<file path="src/rtl/i2c_flag_pkg.sv">
package i2c_flag_pkg;

    typedef enum logic [1:0] {
        FS_CLEAR = 2'd0,
        FS_SET   = 2'd1,
        FS_ARMED = 2'd2
    } flag_st_t;

    // access vector bit order: [0] status-B read, [1] data read, [2] data write, [3] control write
    localparam int ACC_W = 4;

    // which second access clears progress flag idx (idx = status-A bit)
    function automatic logic [ACC_W-1:0] clr_mask(input int idx);
        case (idx)
            0:       return 4'b0100;   // start sent: data write
            1:       return 4'b0001;   // address done: status-B read
            2:       return 4'b0110;   // byte finished: data read or write
            3:       return 4'b0100;   // 10-bit header: data write
            default: return 4'b1000;   // stop seen: control write
        endcase
    endfunction

    // status-A bit position of error flag idx
    function automatic int err_pos(input int idx);
        return (idx < 5) ? (8 + idx) : (9 + idx);
    endfunction

endpackage

</file>
<file path="src/rtl/seq_flag_cell.sv">
module seq_flag_cell
    import i2c_flag_pkg::*;
(
    input  logic clk,
    input  logic rst_n,
    input  logic set_i,
    input  logic arm_i,
    input  logic clr_i,
    output logic flag_o
);

    flag_st_t state_q, state_d;

    always_ff @(posedge clk or negedge rst_n) begin
        if (!rst_n) state_q <= FS_CLEAR;
        else        state_q <= state_d;
    end

    always_comb begin
        state_d = state_q;
        unique case (state_q)
            FS_CLEAR: if (set_i) state_d = FS_SET;
            FS_SET:   if (!set_i && arm_i) state_d = FS_ARMED;
            FS_ARMED: begin
                if (set_i)      state_d = FS_SET;
                else if (clr_i) state_d = FS_CLEAR;
            end
            default:  state_d = FS_CLEAR;
        endcase
    end

    always_comb begin
        flag_o = (state_q != FS_CLEAR);
    end

endmodule

</file>
<file path="src/rtl/err_flag_bank.sv">
module err_flag_bank #(
    parameter int NUM_ERR = 7
) (
    input  logic               clk,
    input  logic               rst_n,
    input  logic [NUM_ERR-1:0] set_i,
    input  logic               wr_i,
    input  logic [NUM_ERR-1:0] keep_i,
    output logic [NUM_ERR-1:0] flags_o
);

    logic [NUM_ERR-1:0] flags_q, flags_d;

    always_ff @(posedge clk or negedge rst_n) begin
        if (!rst_n) flags_q <= '0;
        else        flags_q <= flags_d;
    end

    always_comb begin
        flags_d = flags_q;
        if (wr_i) flags_d = flags_q & keep_i;
        flags_d = flags_d | set_i;   // set wins over a same-cycle zero write
    end

    assign flags_o = flags_q;

endmodule

</file>
<file path="src/rtl/irq_combiner.sv">
module irq_combiner (
    input  logic       seq_any_i,
    input  logic       buf_any_i,
    input  logic       err_any_i,
    input  logic [2:0] en_i,
    output logic       evt_irq_o,
    output logic       err_irq_o
);

    always_comb begin
        err_irq_o = en_i[0] & err_any_i;
        evt_irq_o = en_i[1] & (seq_any_i | (en_i[2] & buf_any_i));
    end

endmodule

</file>
<file path="src/rtl/i2c_flag_bank.sv">
module i2c_flag_bank
    import i2c_flag_pkg::*;
#(
    parameter int STAT_W  = 16,
    parameter int PEC_W   = 8,
    parameter int NUM_SEQ = 5,
    parameter int NUM_ERR = 7
) (
    input  logic               clk,
    input  logic               rst_n,
    input  logic               ev_start_sent,
    input  logic               ev_addr_done,
    input  logic               ev_byte_done,
    input  logic               ev_stop_seen,
    input  logic               ev_hdr10_sent,
    input  logic [NUM_ERR-1:0] ev_err,
    input  logic               tx_empty,
    input  logic               rx_full,
    input  logic               stat_a_rd,
    input  logic               stat_a_wr,
    input  logic [STAT_W-1:0]  stat_a_wdata,
    input  logic               stat_b_rd,
    input  logic               dat_rd,
    input  logic               dat_wr,
    input  logic               ctrl_wr,
    input  logic [2:0]         irq_en,
    input  logic [PEC_W-1:0]   pec_byte,
    output logic [STAT_W-1:0]  stat_a_val,
    output logic [STAT_W-1:0]  stat_b_val,
    output logic               evt_irq,
    output logic               err_irq
);

    localparam int LOW_W = STAT_W - PEC_W;

    logic [NUM_SEQ-1:0] seq_set, seq_flag;
    logic [ACC_W-1:0]   acc;
    logic [NUM_ERR-1:0] err_keep, err_flag;
    logic [STAT_W-1:0]  err_word;

    assign seq_set = {ev_stop_seen, ev_hdr10_sent, ev_byte_done, ev_addr_done, ev_start_sent};
    assign acc     = {ctrl_wr, dat_wr, dat_rd, stat_b_rd};

    for (genvar g = 0; g < NUM_SEQ; g++) begin : g_seq
        localparam logic [ACC_W-1:0] MASK = clr_mask(g);
        seq_flag_cell u_cell (
            .clk   (clk),
            .rst_n (rst_n),
            .set_i (seq_set[g]),
            .arm_i (stat_a_rd),
            .clr_i (|(acc & MASK)),
            .flag_o(seq_flag[g])
        );
    end

    for (genvar e = 0; e < NUM_ERR; e++) begin : g_keep
        assign err_keep[e] = stat_a_wdata[err_pos(e)];
    end

    logic unused_wdata;
    assign unused_wdata = ^{stat_a_wdata[7:0], stat_a_wdata[13]};

    err_flag_bank #(.NUM_ERR(NUM_ERR)) u_err (
        .clk    (clk),
        .rst_n  (rst_n),
        .set_i  (ev_err),
        .wr_i   (stat_a_wr),
        .keep_i (err_keep),
        .flags_o(err_flag)
    );

    always_comb begin
        err_word = '0;
        for (int e = 0; e < NUM_ERR; e++) err_word[err_pos(e)] = err_flag[e];
    end

    always_comb begin
        stat_a_val = err_word;
        stat_a_val[NUM_SEQ-1:0] = seq_flag;
        stat_a_val[6] = rx_full;
        stat_a_val[7] = tx_empty;
        stat_b_val = {pec_byte, {LOW_W{1'b0}}};
    end

    irq_combiner u_irq (
        .seq_any_i(|seq_flag),
        .buf_any_i(tx_empty | rx_full),
        .err_any_i(|err_flag),
        .en_i     (irq_en),
        .evt_irq_o(evt_irq),
        .err_irq_o(err_irq)
    );

endmodule

</file>
<file path="config.mk">
export PLATFORM = sky130hd
export DESIGN_NAME = i2c_flag_bank
export DESIGN_NICKNAME = d
export VERILOG_FILES = /design/src/rtl/i2c_flag_pkg.sv /design/src/rtl/seq_flag_cell.sv /design/src/rtl/err_flag_bank.sv /design/src/rtl/irq_combiner.sv /design/src/rtl/i2c_flag_bank.sv
export SDC_FILE = /design/constraint.sdc
export NUM_CORES = 1
export LEC_CHECK = 0
export ABC_AREA = 1
export BUFFER_PORTS_ARGS = -buffer_cell sky130_fd_sc_hd__buf_2
export CORE_ASPECT_RATIO = 0.9
export CORE_MARGIN = 2
export CORE_UTILIZATION = 42
export DETAILED_ROUTE_END_ITERATION = 8
export GPL_ROUTABILITY_DRIVEN = 0
export PLACE_DENSITY = 0.81
export SLEW_MARGIN = 20
export SYNTH_ARGS = -nofsm -noshare
export SYNTH_HDL_FRONTEND = slang
export SYNTH_SLANG_ARGS = --single-unit
</file>
<file path="constraint.sdc">
create_clock -name clk -period 2.74 [get_ports clk]
set_clock_uncertainty 0.2 [all_clocks]
set_input_delay 0.548 -clock clk [delete_from_list [all_inputs] [get_ports clk]]
set_output_delay 0.548 -clock clk [all_outputs]
set_load 0.02 [all_outputs]
</file>
==> metrics.cfg <==
[status]
status = finished clean

[route]
drt-wirelength-per-cell_um = 9.180
num_vias = 879
ant_nets = 0
wirelength_um = 1836
drt-pass1-iter-count = 2
drtIter0Drc = 21
viasPerCell = 4.395
drc = 0

[worst_hold_path]
min_path_type = in2reg
hold_depth = 2

[worst_setup_path]
path_common_cell = nor2_1
arrival_ns = 1.31
path_buf_inv = 1
path_class = reg2out
cpPeakStageDelay_ns = 0.43
crit_required_ns = 1.99
rrSetupSlack_ns = 1.59
slowest_stage = dfrtp_1
rr_worst_depth = 4
crit_path_end_kind = output pin
cp-start-kind = register
critPathTopFamily = flip-flops
path_depth = 5
worstPathMaxFanout = 4
path_cells = nor2_1 -> nand2_1 -> nor2_1 -> a21oi_1 -> buf_2

[cts]
cts_buffers = 3
cts_max_level = 1
clk_latency_ns = 0.28
cts_tree = yes
clkTransAtPathRegs_ns = 0.09
clk_path_buf_depth = 2
clkSinkCount = 17
post-cts-setup-buffers = 0
clock-root-buffer = clkbuf_4

[yosys]
syn_avg_cell_area_um2 = 7.673
synthesis.yosys.warnings = 0
ys_ff_latch = 17
yosysTopAreaCellShare_pct = 40.77
yosysUniqueCellTypes = 19
syn-cell-area_mm2 = 0.001044
synth_area_leaders = dfrtp_1 41%, buf_4 18%, inv_1 9.4%
syn-instance-count = 136
yosysSeqAreaShare_pct = 40.77
yosys.area.top_type = dfrtp_1

[die]
die_w_um = 56.54
start_util_pct = 43.41
die_y_um = 51.29
core_mm2 = 0.002404
rows = 17
num_io_pins = 83
die_area_mm2 = 0.002900

[placement]
io_buffers = 47
dp_hpwl_um = 1536
placed_area_mm2 = 0.001160

[global_route]
grt_use_total_pct = 14.38
grt_pass1_vias = 860
grt_overflow = 0
grt_pass1_wl_um = 3277
grt_max_degree = 18
antenna_found_initial = 0

[timing]
fin_crit_sh_pct = 74.95
finalSetupTns_ns = 0
fmax_ghz = 0.4870
hold_viol_final = 0
rsz0062_at_grt = false
slew_viol_final = 0
period_minus_slack_ns = 2.054
setup_viol = 0

[final_layout]
drive_gt1_share_pct = 33.72
multiInputGateArea_um2 = 362.8
final_common_cell = buf_2
final_cell_area_mm2 = 0.001196
area_growth_pct = 14.63
nNetsFinal = 222
antennaDiodeCount = 0
final_cell_mix = 47 x buf_2, 26 x inv_1, 21 x nand2_1, 17 x dfrtp_1
fill_cells = 241
regArea_um2 = 425.4

[pwr]
p_leak_uw = 0.0006848
p_clk_share_pct = 15.6
cellPowerDensity_mw_per_mm2 = 687.8
p_comb_share_pct = 41.3
intPower_uw = 484.2
power_switching_uw = 338.6
p_seq_share_pct = 43.1
ir_drop_mv = 0.4411
swShare_pct = 41.15

[flow_run]
timing.max_cap.violations = 0

## per-layer routing
metal	up-vias	GRT usage [%]	share of wire [%]	routed length [µm]
met5	-	0	0	0
met4	0	6.349	0.44	8
met3	4	4.051	11	194
met2	44	24.81	47	863
met1	371	16.64	42	769
li1	460	-	-	-
## cells in the mapped netlist, drive strengths merged
master and instances:
a21oi 2, buf 25, conb 1, o21ai 12, nand2 23, a31oi 1, o31ai 3, inv 27
nand4 4, nor2 14, nand3 5, nor3 1, o21a 1, dfrtp 17
## per-stage QoR
step	total power, µW	std cells	setup slack [ns]	hold slack [ns]	util (%)
after CTS	835.4	200	0.6629	0.2230	49.77
after floorplan	677.5	145	0.9681	0.05241	-
after detailed placement	703.4	195	0.8580	0.2748	48.26
after global routing	902.3	200	0.5329	0.2347	49.77
final	822.7	200	0.6865	0.2350	49.77
after global placement	694.8	195	0.8738	0.2710	48.26
## cell type report
cell class / instances / area share [%]
timing repair buffer: 48 / 20.50
inverter: 27 / 8.473
tap: 28 / 2.929
multi-input combinational: 76 / 30.33
clock buffer: 4 / 2.197
sequential: 17 / 35.56
## power by group through the flow
stage | registers, µW | logic (µW) | clock network [µW]
2_1_floorplan | 360 | 317 | 0
3_3_place_gp | 359 | 335 | 0
3_5_place_dp | 360 | 343 | 0
4_1_cts | 355 | 346 | 135
5_1_grt | 362 | 390 | 150
6_report | 355 | 340 | 128
## state kept, by name (all words and copies together), names as in the netlist
register              cells
g_seq.u_cell.state_q     10
u_err.flags_o             7
## what timing repair did
item,4_1_cts,5_1_grt
endpoints found under the hold margin,17,0
hold buffers,1,0
resized for setup,0,0
## logic make-up after synthesis
family	share of synthesized area [%]
AO/OA/AOI/OAI	11.15
buffers and inverters	27.70
flip-flops	40.77
other	0.3594
AND/OR/NAND/NOR	20.02
## worst paths after layout
| check | startpoint | end |
|---|---|---|
| worst min-delay path | stat_b_rd | g_seq[1].u_cell.state_q[1] |
| worst max register to register | g_seq[2].u_cell.state_q[1] | g_seq[2].u_cell.state_q[1] |
| min in group asynchronous | rst_n | u_err.flags_o[4] |
| max in group asynchronous | rst_n | g_seq[1].u_cell.state_q[1] |
| worst max-delay path | g_seq[2].u_cell.state_q[1] | evt_irq |
| worst min register to register | g_seq[0].u_cell.state_q[0] | g_seq[0].u_cell.state_q[0] |
Note: power is estimated with default switching activity, not from simulation.
